### config.mk
export PLATFORM = sky130hd
export DESIGN_NAME = cctmr_top
export DESIGN_NICKNAME = d
export VERILOG_FILES = /design/src/rtl/cctmr_pkg.sv /design/src/rtl/cctmr_edge_det.sv /design/src/rtl/cctmr_ccreg.sv /design/src/rtl/cctmr_top.sv
export SDC_FILE = /design/constraint.sdc
export NUM_CORES = 1
export LEC_CHECK = 0
export BUFFER_PORTS_ARGS = -buffer_cell sky130_fd_sc_hd__buf_2
export CAP_MARGIN = 20
export CORE_UTILIZATION = 47
export CTS_CLUSTER_SIZE = 16
export DETAILED_ROUTE_END_ITERATION = 7
export GPL_TIMING_DRIVEN = 0
export PLACE_DENSITY = 0.68
export SLEW_MARGIN = 20
export SYNTH_ARGS = -nofsm -noshare
export SYNTH_HDL_FRONTEND = slang
export SYNTH_HIERARCHICAL = 1
export SYNTH_SLANG_ARGS = --single-unit
### constraint.sdc
create_clock -name clk -period 5.2 [get_ports clk]
set_clock_uncertainty 0.1 [all_clocks]
set_input_delay 1.3 -clock clk [delete_from_list [all_inputs] [get_ports clk]]
set_output_delay 1.3 -clock clk [all_outputs]
set_load 0.1 [all_outputs]
### src/rtl/cctmr_pkg.sv
package cctmr_pkg;

    localparam int CTRL_W   = 9;
    localparam int NCH      = 2;

    localparam logic [1:0] ADDR_CC0  = 2'd0;
    localparam logic [1:0] ADDR_CC1  = 2'd1;
    localparam logic [1:0] ADDR_CTRL = 2'd2;

    typedef enum logic [1:0] {
        MODE_FREE      = 2'd0,
        MODE_CLR_MATCH = 2'd1,
        MODE_CLR_TRIG  = 2'd2,
        MODE_FREE_ALT  = 2'd3
    } tmr_mode_e;

    typedef enum logic [1:0] {
        EDGE_FALL = 2'd0,
        EDGE_RISE = 2'd1,
        EDGE_NONE = 2'd2,
        EDGE_BOTH = 2'd3
    } edge_sel_e;

    typedef struct packed {
        edge_sel_e esel1;
        edge_sel_e esel0;
        logic      cap1;
        logic      cap0;
        tmr_mode_e mode;
        logic      run;
    } ctrl_t;

endpackage

### src/rtl/cctmr_edge_det.sv
module cctmr_edge_det
    import cctmr_pkg::*;
(
    input  logic      clk,
    input  logic      rst_n,
    input  logic      pin,
    input  edge_sel_e sel,
    output logic      valid
);

    typedef struct packed {
        logic s1;
        logic s2;
        logic dly;
    } sync_t;

    sync_t sync_d, sync_q;

    always_comb begin
        sync_d.s1  = pin;
        sync_d.s2  = sync_q.s1;
        sync_d.dly = sync_q.s2;
        unique case (sel)
            EDGE_FALL: valid = ~sync_q.s2 &  sync_q.dly;
            EDGE_RISE: valid =  sync_q.s2 & ~sync_q.dly;
            EDGE_BOTH: valid =  sync_q.s2 ^  sync_q.dly;
            default:   valid = 1'b0;
        endcase
    end

    always_ff @(posedge clk or negedge rst_n) begin
        if (!rst_n) sync_q <= '0;
        else        sync_q <= sync_d;
    end

endmodule

### src/rtl/cctmr_ccreg.sv
module cctmr_ccreg #(
    parameter int W = 16
) (
    input  logic         clk,
    input  logic         rst_n,
    input  logic         cap_mode,
    input  logic         run,
    input  logic         step,
    input  logic [W-1:0] step_val,
    input  logic [W-1:0] count,
    input  logic         cap_evt,
    input  logic         wr_hit,
    input  logic [W-1:0] wr_data,
    output logic [W-1:0] value,
    output logic         match
);

    typedef struct packed {
        logic [W-1:0] val;
        logic         hit;
    } cc_state_t;

    cc_state_t cc_d, cc_q;

    always_comb begin
        cc_d = cc_q;
        // capture outranks a same-cycle bus write
        if (run && cap_mode && cap_evt) begin
            cc_d.val = count;
        end else if (wr_hit) begin
            cc_d.val = wr_data;
        end
        // compare only on a counting step into the stored value
        cc_d.hit = step && !cap_mode && (step_val == cc_q.val);
    end

    always_ff @(posedge clk or negedge rst_n) begin
        if (!rst_n) cc_q <= '0;
        else        cc_q <= cc_d;
    end

    assign value = cc_q.val;
    assign match = cc_q.hit;

endmodule

### src/rtl/cctmr_top.sv
module cctmr_top
    import cctmr_pkg::*;
#(
    parameter int CNT_W = 16
) (
    input  logic             clk,
    input  logic             rst_n,
    input  logic             bus_wr,
    input  logic [1:0]       wr_addr,
    input  logic [CNT_W-1:0] wr_data,
    input  logic [1:0]       rd_addr,
    output logic [CNT_W-1:0] rd_data,
    input  logic             trig0,
    input  logic             trig1,
    output logic             irq0,
    output logic             irq1,
    output logic [CNT_W-1:0] count,
    output logic             ovf
);

    localparam int PAD_W = CNT_W - CTRL_W;

    typedef struct packed {
        logic [CNT_W-1:0] cnt;
        logic             ovf;
        ctrl_t            ctrl;
    } top_state_t;

    top_state_t st_d, st_q;

    logic [NCH-1:0]   trig_in;
    logic [NCH-1:0]   edge_hit;
    logic [NCH-1:0]   match;
    logic [NCH-1:0]   cap_mode;
    edge_sel_e        esel [NCH];
    logic [CNT_W-1:0] cc_val [NCH];

    logic             clr_trig;
    logic             clr_match;
    logic             step;
    logic             wrap;
    logic             ctrl_wr;
    logic [CNT_W-1:0] cnt_inc;

    // signals observed by the bound checker
    logic             run_w;
    logic [1:0]       mode_w;
    logic             cap0_w;
    logic [CNT_W-1:0] reg0_w;

    assign trig_in = {trig1, trig0};

    always_comb begin
        cap_mode = {st_q.ctrl.cap1, st_q.ctrl.cap0};
        esel[0]  = st_q.ctrl.esel0;
        esel[1]  = st_q.ctrl.esel1;
    end

    for (genvar gi = 0; gi < NCH; gi++) begin : g_ch
        cctmr_edge_det u_edge (
            .clk   (clk),
            .rst_n (rst_n),
            .pin   (trig_in[gi]),
            .sel   (esel[gi]),
            .valid (edge_hit[gi])
        );

        // register gi captures on the other channel's trigger
        cctmr_ccreg #(.W(CNT_W)) u_cc (
            .clk      (clk),
            .rst_n    (rst_n),
            .cap_mode (cap_mode[gi]),
            .run      (st_q.ctrl.run),
            .step     (step),
            .step_val (cnt_inc),
            .count    (st_q.cnt),
            .cap_evt  (edge_hit[NCH-1-gi]),
            .wr_hit   (bus_wr && (wr_addr == 2'(gi))),
            .wr_data  (wr_data),
            .value    (cc_val[gi]),
            .match    (match[gi])
        );
    end

    always_comb begin
        st_d      = st_q;
        ctrl_wr   = bus_wr && (wr_addr == ADDR_CTRL);
        cnt_inc   = st_q.cnt + 1'b1;
        clr_trig  = st_q.ctrl.run && (st_q.ctrl.mode == MODE_CLR_TRIG) && edge_hit[0];
        clr_match = st_q.ctrl.run && (st_q.ctrl.mode == MODE_CLR_MATCH)
                    && !st_q.ctrl.cap0 && match[0];
        step      = st_q.ctrl.run && !clr_trig && !clr_match;
        wrap      = step && (st_q.cnt == '1);

        if (ctrl_wr) begin
            st_d.ctrl = ctrl_t'(wr_data[CTRL_W-1:0]);
        end

        if (clr_trig || clr_match) begin
            st_d.cnt = '0;
        end else if (step) begin
            st_d.cnt = cnt_inc;
        end

        if (ctrl_wr) st_d.ovf = 1'b0;
        if (wrap)    st_d.ovf = 1'b1;
    end

    always_ff @(posedge clk or negedge rst_n) begin
        if (!rst_n) st_q <= '0;
        else        st_q <= st_d;
    end

    always_comb begin
        unique case (rd_addr)
            ADDR_CC0:  rd_data = cc_val[0];
            ADDR_CC1:  rd_data = cc_val[1];
            ADDR_CTRL: rd_data = {{PAD_W{1'b0}}, st_q.ctrl};
            default:   rd_data = '0;
        endcase
    end

    assign count  = st_q.cnt;
    assign ovf    = st_q.ovf;
    assign irq0   = match[0];
    assign irq1   = match[1];
    assign run_w  = st_q.ctrl.run;
    assign mode_w = st_q.ctrl.mode;
    assign cap0_w = st_q.ctrl.cap0;
    assign reg0_w = cc_val[0];

endmodule

Word level (Yosys, flattened, before mapping). Index checks and enable logic that the tools add are counted.

Input port bits: 25. Word-level logic and storage cells: 85. Register bits after elaboration: 66.

Bitwise gates (word level): 10. Reductions and logical operators: 32. Eq/ne operators: 13. Muxes and demuxes: 11. Add/sub/neg operators: 1.

Operator list (count): two-way mux 16 bit (6); one-hot mux 16 bit (3 select lines) (1); equality test 16 bit (2); logical AND 1 bit (19); adder 16 x 1 -> 16 bit (second input constant) (1); equality test 16 bit (second input constant) (1); equality test 2 x 1 -> 1 bit (second input constant) (5); equality test 2 bit (second input constant) (5); zero test 2 bit (4); nonzero test 2 bit (4); one-hot mux 1 bit (3 select lines) (2); bitwise AND 1 bit (4); zero test 1 bit (4); NOT 1 bit (4); two-way mux 1 bit (2); XOR 1 bit (2); logical OR 1 bit (1).

Logic depth before layout (Yosys ltp). Gate-level depths: netlist of run 1.

Word-level depth: 9. Mapped depth: 11.

Cells and area by module. The synthesis of run 1 kept the hierarchy.

By module, submodules not included: cctmr_ccreg (cells each 94, area an instance 954.7 µm², instances 2); cctmr_top (cells each 184, area an instance 1711.6 µm², instances 1); cctmr_edge_det (cells each 10, area an instance 127.6 µm², instances 2).

Least setup slack after synthesis of run 1. No wires, ideal clock.

Path type: input to output. Start: input port rd_addr[0]. End: output port rd_data[1]. Setup slack: -363 ps. Stages: 4. Data required time: 3800 ps. Arrival time: 4163 ps. Cell sequence: clkbuf_1 -> buf_2 -> mux2i_1 -> o21ai_0.

Word-level cells in the longest chain between the ends: 2. Elaborated cells between the ends (all ways): 4.

Ends and longest elaborated chain: from (decl) (line cctmr_top.sv:11) `input logic [1:0] rd_addr,`; equality test 2 bit, or another cell as far along (line cctmr_top.sv:115) `unique case (rd_addr)`; one-hot mux 16 bit (3 select lines) (*) (line cctmr_top.sv:115); to (decl) (line cctmr_top.sv:12) `output logic [CNT_W-1:0] rd_data,`.

Every way passes the cells marked *; elsewhere a longest branch is shown, timed or not.

Worst setup path after layout of run 1.
Start: input port rd_addr[0]. End: output port rd_data[2].

Same word-level chain as after synthesis.

==> results.yml, run 1 <==
outcome:
  outcome: "finished clean"
finish:
  final_layout_size_suffix_gt1_share_pct: 22.48
  finish.instance_area_um2: 4536
  nets: 492
  antenna_cells: 0
  area_growth_pct: 17.01
logic_synthesis:
  syn_inst: 392
  synth-seq-area-share_pct: 42.61
  synthFlopType: "dfrtp_1"
  yosys_warnings: 6
  synth-edff-count: 0
  ys_ff_latch: 66
  synth-async-reset-ratio_pct: 100.0
  syn-num-nets: 422
  synth_area_um2: 3876
  syn_area_per_cell_um2: 9.888
  ys_types: 40
worst_setup_path:
  cp.arrival_ns: 2.96
  critPathLaunchType: "primary input"
  worstPathRequired_ns: 3.80
  end_kind: "primary output"
  cp_max_fo: 10
  critPathKind: "in2out"
drt:
  totalWireLength_um: 11050
  first_iter_violations: 220
  first_pass_iters: 4
  drc_errors: 0
  ant_nets: 0
  vias: 3190
  detail_route.vias_per_cell: 5.606
  avgRoutedWirePerCell_um: 19.41
sta:
  fmax_mhz: 229.3
  worst_slew_pin_slew_ns: 0.8206
  maxSlewViolCount: 0
  hold_viol: 0
  period_share_pct: 83.88
  rsz0062_at_grt: "no"
  tns_ns: 0
  period_needed_ns: 4.362
  relSlewSlack_pct: 45.30
  setup_violations: 0
global_routing:
  grt_max_degree: 42
  grt_pass1_wl_um: 17620
  antenna_found_initial: 0
  grt_pass1_vias: 3273
  gr-total-overflow: 0
  track_usage_pct: 27.51
floorplanning:
  num_rows: 32
  start_util_pct: 49.39
  ios: 60
  die_area_um2: 8615
  die-height_um: 92.82
  fp.coreArea_um2: 7848
  die_w_um: 92.82
power_and_ir_drop:
  irDropWorstVdd_mv: 0.1499
  p_comb_share_pct: 40.4
  p_clk_share_pct: 22.8
  seqPwrFrac_pct: 36.8
  p_sw_uw: 990.6
  switching_share_pct: 46.37
  intPower_uw: 1146
  power_leakage_uw: 0.002134
  power_density_nw_per_um2: 471.0
cts:
  clk_path_buf_depth: 2
  cts_max_level: 3
  postCtsResizedCells: 0
  cts.reportedPaths.clkPinSlew_ns: 0.08
  cts_hold_buf: 0
  clock-sinks: 66
  postCtsSetupBuffers: 0
  cts_tree: "yes"
  cts_buffers: 9
  clock_latency_ns: 0.34
  root_buffer: "clkbuf_8"
placed_design:
  place.gp.congestion: 0.9785
  portBuffers: 58
  place_area_um2: 4317
  hpwl_um: 7877
job:
  cap_viol_max_count: 0
hold_path:
  hold_path.class: "reg2reg"
==> state kept, by name, summed over array words and instances, names as in the netlist, 2 cells and up <==
| register | count |
|---|---|
| count | 16 |
| esel | 4 |
| g_ch.u_cc/match | 2 |
| g_ch.u_cc/value | 32 |
| g_ch.u_edge/sync_d | 4 |
| g_ch.u_edge/sync_q | 2 |
| mode_w | 2 |
==> layout by cell type, fill, tap and decap left out, types with 11 or more instances in the layout <==
master and count:
mux2i_1 51, nor2_1 13, o21ai_0 40, buf_2 66, xor2_1 35, nand2_1 50, xnor2_1 11, inv_1 13
dfrtp_1 66
==> worst max-delay path, cell delays in order <==
cell	delay (ns)
clkbuf_1	0.47
buf_2	0.48
mux2i_1	0.13
o21ai_1	0.13
buf_2	0.45
==> per-layer routing <==
layer	global-route usage (%)	vias up	share of wire, %
li1	-	1518	-
met1	36.73	1578	46
met4	10.13	0	1.5
met5	0	-	0
met2	44.98	81	48
met3	4.433	13	4.5
==> logic make-up (layout without fill, tap and decap cells) <==
group | count (synthesis) | in the layout | synth area share, %
fa+ha+maj | 5 | 5 | 1.614
xor+xnor | 46 | 46 | 10.39
compound gates | 66 | 66 | 9.716
mux | 60 | 60 | 15.78
flops | 66 | 66 | 42.61
buf+inv | 35 | 110 | 4.455
simple gates | 114 | 114 | 15.43
==> cells in the mapped netlist, drive strengths merged (4+ instances only) <==
cell | instances | area, µm²
nor2 | 13 | 48.80
a22o | 4 | 35.03
or3 | 5 | 31.28
nand3 | 5 | 30.03
nor4 | 9 | 68.81
buf | 15 | 97.59
mux2 | 9 | 101.4
a21oi | 4 | 20.02
clkbuf | 7 | 26.28
nand4 | 6 | 37.54
nand2 | 50 | 187.7
nor3b | 4 | 30.03
ha | 5 | 62.56
and4 | 5 | 43.79
xnor2 | 11 | 96.34
dfrtp | 66 | 1652
o21ai | 49 | 245.2
inv | 13 | 48.80
and3 | 5 | 31.28
mux2i | 51 | 510.5
xor2 | 35 | 306.5
==> power by group through the flow <==
stage | clock [µW] | sequential, µW | combinational [µW]
floorplan | 0 | 866 | 566
global placement | 0 | 787 | 840
detailed placement | 0 | 793 | 854
CTS | 490 | 784 | 857
global route | 516 | 804 | 912
finish | 487 | 787 | 863
==> worst paths after layout <==
check	startpoint	to	slack [ns]	cells after the start
max	rd_addr[0]	rd_data[2]	0.84	5
min	g_ch[0].u_edge/sync_d[1]	g_ch[0].u_edge/sync_d[0]	0.26	0
max reg2reg	count[0]	g_ch[1].u_cc/match	2.37	8
min reg2reg	g_ch[0].u_edge/sync_d[1]	g_ch[0].u_edge/sync_d[0]	0.26	0
max in group asynchronous	rst_n	count[8]	3.67	2
min in group asynchronous	rst_n	g_ch[1].u_edge/sync_d[0]	0.76	1
==> per-stage QoR <==
step | setup slack, ns | instances | power, µW | util (%) | hold WS (ns)
after CTS | 0.8412 | 569 | 2131 | 57.80 | 0.2532
after global routing | 0.7392 | 569 | 2232 | 57.80 | 0.2707
after global placement | 0.8520 | 552 | 1627 | 54.72 | 0.2331
after floorplan | 0.3903 | 392 | 1432 | - | 0.2312
final | 0.8382 | 569 | 2136 | 57.80 | 0.2551
after detailed placement | 0.8412 | 553 | 1647 | 55.01 | 0.2356
==> area by class of cell <==
type	instances	area, µm²
fill	726	3312
multi-input combinational	291	2052
sequential	66	1652
timing repair buffer	59	312.8
clock buffer	10	127.6
tap	102	127.6
buffer	22	123.9
clock inverter	6	91.34
inverter	13	48.80
(Power assumes the default switching activity.)
==> inputs of run 2 (changes only) <==
--- a/config.mk
+++ b/config.mk
@@ -5,6 +5,7 @@
 export SDC_FILE = /design/constraint.sdc
 export NUM_CORES = 1
 export LEC_CHECK = 0
+export ABC_AREA = 1
 export BUFFER_PORTS_ARGS = -buffer_cell sky130_fd_sc_hd__buf_2
 export CAP_MARGIN = 20
 export CORE_UTILIZATION = 47
==> constraint.sdc (replaced) <==
create_clock -name clk -period 4.25 [get_ports clk]
set_clock_uncertainty 0.1 [all_clocks]
set_input_delay 1.0625 -clock clk [delete_from_list [all_inputs] [get_ports clk]]
set_output_delay 1.0625 -clock clk [all_outputs]
set_load 0.1 [all_outputs]
==> run 2 against run 1 <==
Global-route usage is 2.7 points higher. Register-to-register slack lost 0.64 ns. Cell area increased by 5.6%. Critical endpoint is now rd_data[4]. Largest cell class unchanged.
==> results.yml, run 2 <==
cts:
  postCtsSetupBuffers: 0
  clock-sinks: 66
  cts_tree: "yes"
  cts_max_level: 3
  cts_hold_buf: 0
  cts_buffers: 9
  cts.reportedPaths.clkPinSlew_ns: 0.08
  clk_path_buf_depth: 2
  root_buffer: "clkbuf_8"
  postCtsResizedCells: 0
  clock_latency_ns: 0.35
logic_synthesis:
  syn-num-nets: 602
  syn_inst: 572
  yosysTopAreaCell: "dfrtp_1"
  yosys_warnings: 6
  synth_area_um2: 4143
  syn_area_per_cell_um2: 7.243
  synth-async-reset-ratio_pct: 100.0
  synthFlopType: "dfrtp_1"
  synth.top_cell.area_share_pct: 39.87
  ys_ff_latch: 66
  synth-seq-area-share_pct: 39.87
  synth-edff-count: 0
  yosysMostFrequentCell: "nand2_1"
  synth_commonest_cells: "nand2_1 (165), nand3_1 (102), inv_1 (78)"
  ys_types: 28
  ys_top_cells_by_area: "dfrtp_1 (40%), nand2_1 (15%), nand3_1 (12%)"
outcome:
  outcome: "finished clean"
hold_path:
  hp-start: "g_ch[1].u_edge/sync_d[1]"
  hold_path.class: "reg2reg"
  whs_path_depth: 0
  min_to: "g_ch[1].u_edge/sync_d[0]"
worst_setup_path:
  r2r_start: "count[1]"
  critPathLaunchType: "primary input"
  cp.arrival_ns: 2.52
  reg2reg_to: "g_ch[0].u_cc/match"
  crit_path_cell_trace: "buf_2 -> inv_2 -> clkbuf_1 -> nand3_1 -> nand3_1 -> buf_2"
  slowest_stage: "clkbuf_1"
  rrSetupSlack_ns: 1.73
  end_kind: "primary output"
  path_delay_family: "buffers and inverters"
  critical-path-max-stage-delay_ns: 0.49
  critPathKind: "in2out"
  worstPathRequired_ns: 3.09
  crit_buf_inv: 4
  worst-r2r-cell-count: 14
  cp_max_fo: 10
job:
  cap_viol_max_count: 0
placed_design:
  pre_cts_ws_ns: 0.5717
  place.gp.congestion: 0.9088
  portBuffers: 58
  hpwl_um: 9694
drt:
  first_pass_iters: 5
  ant_nets: 0
  first_iter_violations: 272
  vias: 4227
  avgRoutedWirePerCell_um: 17.23
  totalWireLength_um: 12960
  detail_route.vias_per_cell: 5.621
  drc_errors: 0
global_routing:
  antenna_found_initial: 0
  grt_pass1_wl_um: 20220
  grt_max_degree: 46
  grt_use_met1_pct: 39.67
  met3_usage_pct: 5.766
  busiest_layer: "met2"
  track_usage_pct: 30.18
  gr-total-overflow: 0
  use_met2_pct: 48.99
  grt_pass1_vias: 3962
floorplanning:
  die_area_um2: 9194
  die-height_um: 95.89
  die_w_um: 95.89
  num_rows: 33
  ios: 60
  fp.coreArea_um2: 8382
  start_util_pct: 49.43
sta:
  maxSlewViolCount: 0
  layout_setup_ws_ns: 0.5650
  worst_slew_pin_slew_ns: 0.6444
  fmax_mhz: 271.4
  hold_viol: 0
  tns_ns: 0
  relSlewSlack_pct: 57.04
  period_needed_ns: 3.685
  rsz0062_at_grt: "no"
  period_share_pct: 86.71
  setup_violations: 0
finish:
  layout_common_cells: "nand2_1 (165), nand3_1 (102), inv_1 (78)"
  nets: 672
  final_common_cell: "nand2_1"
  antenna_cells: 0
  area_growth_pct: 15.61
  final_layout_size_suffix_gt1_share_pct: 16.85
  largest_reg_flops: 32
power_and_ir_drop:
  seqPwrFrac_pct: 36.3
  switching_share_pct: 47.17
  p_comb_share_pct: 41.3
  power_leakage_uw: 0.002400
  p_sw_uw: 1137
  irDropWorstVdd_mv: 0.4012
  intPower_uw: 1273
  power_density_nw_per_um2: 503.1
  p_clk_share_pct: 22.3
-- run 2: cell count changes after synthesis, moves of 14 or more --
cell      change
inv_1        +65
nor2_1       +21
o221ai_1     +17
o21ai_0      -40
nand3_1      +98
nand4_1      +14
mux2i_1      -51
nand2_1     +115
xor2_1       -22
-- run 2: metal layers --
metal  share of wire [%]  vias to the layer above
met5                   0                        -
met4                 2.3                        0
met3                 7.9                       26
met2                  47                      204
met1                  43                     1997
li1                    -                     2000
-- run 2: worst max path at each step --
stage / depth (start not counted) / startpoint / to
after floorplan: 4 / rd_addr[0] / rd_data[0]
after global placement: 6 / rd_addr[1] / rd_data[6]
after detailed placement: 6 / rd_addr[1] / rd_data[6]
after CTS: 6 / rd_addr[1] / rd_data[6]
after global routing: 6 / rd_addr[1] / rd_data[14]
final: 6 / rd_addr[1] / rd_data[4]
-- run 2: metrics by stage --
step	hold WS [ns]	total power, µW	cells	cell area (µm²)	utilization, %
6_report	0.2661	2410	752	4790	57.14
2_1_floorplan	0.2312	1633	572	4143	-
4_1_cts	0.2660	2397	752	4790	57.14
3_5_place_dp	0.2477	1868	736	4594	54.81
3_3_place_gp	0.2350	1849	735	4564	54.46
5_1_grt	0.2805	2529	752	4790	57.14
-- run 2: cells by family (layout without fill, tap and decap cells) --
logic type,Yosys count,after routing,synth area share (%)
compound gates,37,37,6.523
xor+xnor,19,19,4.017
flops,66,66,39.87
simple gates,338,338,36.42
fa+ha+maj,5,5,1.510
buf+inv,107,182,11.66
-- run 2: cell type report --
class	instances	area, µm²
plain buffers	24	171.4
fillers	807	3592
clock inverters	6	67.56
clock buffers	10	127.6
repair buffers	59	320.3
multi-input cells	399	2008
flip-flops and latches	66	1652
inverters	83	311.5
well taps	105	131.4
-- run 2: power by group through the flow --
stage | logic [µW] | clock network (µW) | registers (µW)
global route | 1070 | 575 | 887
global placement | 970 | 0 | 879
finish | 996 | 538 | 876
detailed placement | 985 | 0 | 883
floorplan | 633 | 0 | 1000
CTS | 988 | 538 | 871
